===== src/rtl/wide_sadd.sv =====
module wide_sadd #(
  parameter int OP_W     = 18,
  parameter int WIDE_W   = 52,
  parameter int LO_W     = 44,
  parameter bit THREE_IN = 1'b0
) (
  input  logic                     clk,
  input  logic                     rst_n,
  input  logic signed [OP_W-1:0]   a,
  input  logic signed [OP_W-1:0]   b,
  input  logic signed [WIDE_W-1:0] c,
  input  logic signed [WIDE_W-1:0] d,
  output logic        [WIDE_W-1:0] result
);
  localparam int PROD_W = 2 * OP_W;
  localparam int HI_W   = WIDE_W - LO_W;
  localparam int EXT_W  = LO_W - PROD_W;

  generate
    if (!THREE_IN) begin : g_two
      logic signed [PROD_W-1:0] prod;
      logic        [LO_W-1:0]   prod_lo;
      logic        [LO_W:0]     lo_sum;
      logic        [HI_W-1:0]   corr;
      logic        [HI_W-1:0]   hi_sum;
      logic                     d_unused;

      assign prod     = a * b;
      assign prod_lo  = {{EXT_W{prod[PROD_W-1]}}, prod};
      assign lo_sum   = {1'b0, c[LO_W-1:0]} + {1'b0, prod_lo};
      assign corr     = {HI_W{prod[PROD_W-1]}} + {{(HI_W-1){1'b0}}, lo_sum[LO_W]};
      assign hi_sum   = c[WIDE_W-1:LO_W] + corr;
      assign d_unused = ^d;

      always_ff @(posedge clk or negedge rst_n) begin
        if (!rst_n) result <= '0;
        else        result <= {hi_sum, lo_sum[LO_W-1:0]};
      end
    end else begin : g_three
      logic signed [OP_W-1:0]   a_q, b_q;
      logic        [WIDE_W-1:0] c_q, d_q;
      logic signed [PROD_W-1:0] prod;
      logic        [LO_W-1:0]   prod_lo;
      logic        [LO_W:0]     lo_sum;
      logic        [LO_W-1:0]   lo_q;
      logic                     cy_q, neg_q;
      logic        [HI_W:0]     ch_q, dh_q;
      logic        [HI_W:0]     corr;
      logic        [HI_W:0]     hi_sum;

      assign prod    = a_q * b_q;
      assign prod_lo = {{EXT_W{prod[PROD_W-1]}}, prod};
      assign lo_sum  = {2'b00, c_q[LO_W-2:0]} + {2'b00, d_q[LO_W-2:0]} + {1'b0, prod_lo};
      assign corr    = {{(HI_W-1){1'b0}}, cy_q, lo_q[LO_W-1]} + {{HI_W{neg_q}}, 1'b0};
      assign hi_sum  = ch_q + dh_q + corr;

      always_ff @(posedge clk or negedge rst_n) begin
        if (!rst_n) begin
          a_q    <= '0;
          b_q    <= '0;
          c_q    <= '0;
          d_q    <= '0;
          lo_q   <= '0;
          cy_q   <= 1'b0;
          neg_q  <= 1'b0;
          ch_q   <= '0;
          dh_q   <= '0;
          result <= '0;
        end else begin
          a_q    <= a;
          b_q    <= b;
          c_q    <= c;
          d_q    <= d;
          lo_q   <= lo_sum[LO_W-1:0];
          cy_q   <= lo_sum[LO_W];
          neg_q  <= prod[PROD_W-1];
          ch_q   <= c_q[WIDE_W-1:LO_W-1];
          dh_q   <= d_q[WIDE_W-1:LO_W-1];
          result <= {hi_sum, lo_q[LO_W-2:0]};
        end
      end
    end
  endgenerate
endmodule


===== config.mk =====
export PLATFORM = sky130hd
export DESIGN_NAME = wide_sadd
export DESIGN_NICKNAME = d
export VERILOG_FILES = /design/src/rtl/wide_sadd.sv
export SDC_FILE = /design/constraint.sdc
export NUM_CORES = 1
export LEC_CHECK = 0
export ABC_AREA = 1
export CAP_MARGIN = 20
export CORE_ASPECT_RATIO = 1.25
export CORE_UTILIZATION = 55
export CTS_CLUSTER_SIZE = 25
export DETAILED_ROUTE_END_ITERATION = 6
export PLACE_DENSITY_LB_ADDON = 0.1
export SLEW_MARGIN = 25
export SYNTH_ARGS = -nofsm -noshare
export SYNTH_HDL_FRONTEND = slang
export SYNTH_SLANG_ARGS = --single-unit

===== constraint.sdc =====
create_clock -name clk -period 0.8 [get_ports clk]
set_input_delay 0.24 -clock clk [delete_from_list [all_inputs] [get_ports clk]]
set_output_delay 0.24 -clock clk [all_outputs]
set_load 0.02 [all_outputs]

==> results of run 1 <==
[logic make-up after synthesis]
family | count (synthesis) | share of synthesized area (%)
AND/OR/NAND/NOR | 1141 | 25.1
buffers and inverters | 863 | 17.4
adder cells (fa/ha/maj) | 475 | 45.2
AO/OA/AOI/OAI | 91 | 2.65
XOR/XNOR | 56 | 2.63
flip-flops | 52 | 6.98
[routing by layer]
layer  global-route usage [%]  GRT overflow
met5                     41.2             0
met4                     70.8             5
met3                     61.0             1
met2                     90.3             5
met1                     70.9             0
[repair_timing]
| item | in CTS |
|---|---|
| resized for setup | 527 |
| endpoints found under the setup margin | 104 |
| buffers inserted | 92 |
| endpoints found under the hold margin | 52 |
| pin swaps | 197 |
| hold buffers | 1 |
| gates cloned | 19 |
[per-stage QoR]
step / hold slack (ns) / utilization (%) / cell area [µm²]
2_1_floorplan: -0.0556 / - / 20700
3_3_place_gp: 0.250 / 74.1 / 24800
3_5_place_dp: 0.252 / 74.1 / 24800
4_1_cts: 0.448 / 81.3 / 27200
==> results.md, run 1 <==
- Flop and latch count out of synthesis: 52
- Mapped Avg Cell Area: 6.96 µm²
- Status: stopped before the end
- Boundary Pins: 194
- Gr ovfl total: 11
- GPL Wtd Cong: 0.975
- Synth area leaders: fa_1 36%, nand2_1 17%, inv_1 16%, ha_1 9.7%, dfrtp_1 7.0%
- Sequential-to-total area share from yosys stat: 6.98%
- CTS Buffer Depth: 2
- Last stage: 5_1_grt
- Err: [ERROR GRT-0232] Routing congestion too high. Check the congestion heatmap in the GUI.
- Synthesis warning total: 0
- Chip height: 208 µm
- Port buffer count: 141
- Crit. endpoint post-GRT repair: result[50]$_DFF_PN0_/D
- Number of distinct library cells after synthesis: 35
- Prevailing post-synth register cell: dfrtp_1
- Largest net degree at the start of global routing: 53
- Die width: 167 µm
- CTS buffer count: 5
- Clk root buf: clkbuf_16
- Syn Inst Count: 2678
- WEP type: register input
- Post-DP HPWL: 50200 µm
- Syn_nets: 3295
- Cell Area, Synth: 18600 µm²
- Most common library cells after synthesis: 856 x nand2_1, 789 x inv_1, 331 x fa_1
- Placed cell count: 3538
- Row count: 75
- Most common cell in the netlist: nand2_1
- Initial antenna violation count: 19
- Initial Util: 55.6%
- # H-tree levels: 2
- Synth top area share: 35.6%
- Yosys top cell by area: fa_1
- Clk sinks: 52
- Total global-route track usage: 73.4%
- Pre-CTS setup slack: -7.46 ns
- Ys async rst share: 100%
- Post-synth EDFFs: 0
==> inputs of run 2 (changes only) <==
Settings changed: CORE_ASPECT_RATIO 1.25 to unset, CORE_UTILIZATION 55 to 40, CTS_CLUSTER_SIZE 25 to unset, PLACE_DENSITY_LB_ADDON 0.1 to 0.15.
Clock period 0.8 ns to 1 ns, I/O delays scaled along.
==> run 2 against run 1 <==
The flow now finishes, with violations (negative setup slack); synthesized area did not move; synthesized cell count unchanged.
==> results.md, run 2 <==
- Period utilization: 744%
- Max FFs per register: 52
- Via density: 4.70
- Fill count: 3938
- CP max stage delay: 0.59 ns
- FMAX: 134 MHz
- Boundary Pins: 194 (unchanged)
- Number of distinct library cells after synthesis: 35 (unchanged)
- Most flops, register: result
- Nets: 3901
- Row count: 78 (+4.0%)
- Non-Filler Instances: 3886
- Area of the multi-input gates: 17600 µm²
- Worst setup margin: -6.44 ns
- Violated checks: negative setup slack
- DR pass1 iterations: 5
- # H-tree levels: 2 (unchanged)
- Most common library cells after synthesis: 856 x nand2_1, 789 x inv_1, 331 x fa_1
- Cell Area, Synth: 18600 µm² (unchanged)
- Util after Layout: 64.6%
- Worst Setup End Kind: flop
- HP Class: in2async
- Core area: 45700 µm²
- CTS Buffer Depth: 2 (unchanged)
- Routed Wire Length: 64400 µm
- Die width: 218 µm (+31%)
- Prevailing post-synth register cell: dfrtp_1
- Wire per inst: 16.6 µm
- Placed cell count: 3735 (+5.6%)
- Synthesis warning total: 0 (unchanged)
- Commonest non-fill, non-tap cells in the layout: 649 x inv_1, 620 x nand2_1, 372 x buf_4
- Biggest registers after layout: result x52
- Minimum clock period: 7.44 ns
- Most common cell in the netlist: nand2_1
- Clk sinks: 52 (unchanged)
- Relative slew slack: 70.9%
- Vias: 18265
- Flop and latch count out of synthesis: 52 (unchanged)
- Chip height: 218 µm (+4.8%)
- Slew at the pin closest to its max-slew limit: 0.434 ns
- Syn Inst Count: 2678 (unchanged)
- Layout cell share with drive strength beyond 1: 41.7%
- Gr ovfl total: 0
- CTS tree: built
- Startpoint types: input pin
- Seq. cell area: 1300 µm²
- First-pass GRT wire length: 101000 µm
- Final Max Slew Viols: 0
- CTS buffer count: 5 (unchanged)
- Ys async rst share: 100% (unchanged)
- Synth top area share: 35.6% (unchanged)
- Mapped Avg Cell Area: 6.96 µm² (unchanged)
- Clk slew on worst S/H paths: 0.07 ns
- Pre-CTS setup slack: -7.22 ns (+0.244 ns)
- Initial antenna violation count: 2
- Max-cap viol count: 0
- Clk root buf: clkbuf_16
- Hold violation total from the final report: 0
- Final setup viols: 103
- Vias in the first global route: 19310
- Post-route ant nets: 0
- CP max-delay cell: fa_2
- Post-synth EDFFs: 0 (unchanged)
- GPL Wtd Cong: 0.911 (-6.6%)
- Initial Util: 40.8% (-15 points)
- Crit Path Class: in2reg
- Status: complete, but fails checks
- Port buffer count: 141 (unchanged)
- Total global-route track usage: 27.6%
- Synth area leaders: fa_1 36%, nand2_1 17%, inv_1 16%, ha_1 9.7%, dfrtp_1 7.0%
- Worst Path Arrival: 7.63 ns
- Leading cell type in the layout, fill and taps excluded: inv_1
- Number of DRC markers in iteration 0: 1027
- RSZ-0062 raised after global routing: yes
- Sequential-to-total area share from yosys stat: 6.98% (unchanged)
- Yosys top cell by area: fa_1
- Post-DP HPWL: 50900 µm (+1.4%)
- DIE AREA: 47500 µm²
- Critical path peak fanout: 5
- Worst endpoint required time: 1.19 ns
- Largest net degree at the start of global routing: 36
- DRC: 0
- Syn_nets: 3295 (unchanged)
- Area Growth Syn to Fin: 58.2%
==> run 2: cell families (layout without fill, tap and decap cells) <==
kind of cell	Yosys count	count (layout)	synth area share (%)
simple gates	1141	1142	25.1
compound gates	91	91	2.65
other cells	0	2	0
xor+xnor	56	56	2.63
flops	52	52	6.98
fa+ha+maj	475	475	45.2
buf+inv	863	1468	17.4
==> run 2: final cells by class <==
type,instances,share of cell area [%]
Antenna cell,2,0.0170
Clock buffer,7,0.518
Inverter,791,10.1
Multi-Input combinational cell,1764,59.8
Sequential cell,52,4.41
Tap cell,600,2.55
Timing Repair Buffer,670,22.6
==> run 2: timing repair <==
action,4_1_cts,5_1_grt
setup buffers,80,57
hold buffers,1,0
pin swaps,195,234
cloned,15,0
hold endpoints to repair,9,0
resized for setup,561,629
endpoints found under the setup margin,104,104
==> run 2: worst paths after layout <==
path | from | end | slack (ns) | depth (start not counted)
max | b[5] | result[46] | -6.44 | 44
min | rst_n | result[6] | 0.42 | 2
max in group asynchronous | rst_n | result[37] | 0.10 | 3
min in group clk | c[0] | result[0] | 0.64 | 2
==> run 2: critical path, delay by kind of cell <==
kind	cells	cell delay, ns
fa+ha+maj	11	4.13
compound gates	2	0.21
simple gates	17	1.64
buf+inv	13	1.23
xor+xnor	1	0.13
==> run 2: metal layers <==
layer | part of all wire (%) | GRT usage (%) | up-vias
met2 | 51 | 49.6 | 363
met5 | 0 | 0 | -
met4 | 2.1 | 3.61 | 0
met3 | 3.9 | 2.05 | 70
met1 | 43 | 36.9 | 9044
li1 | - | - | 8788
==> run 2: per-stage QoR <==
step           hold WS, ns  setup TNS (ns)  instance area, µm²
2_1_floorplan      0.00441         -231.25               20700
3_3_place_gp         0.184         -302.19               25200
3_5_place_dp         0.185         -303.57               25200
4_1_cts              0.419         -274.32               27700
5_1_grt              0.439         -268.71               29500
6_report             0.419         -257.49               29500
Power of run 2 is left out: the tool's default activity adds up to more than one toggle a clock period on the data nets, which glitch-free logic cannot reach.
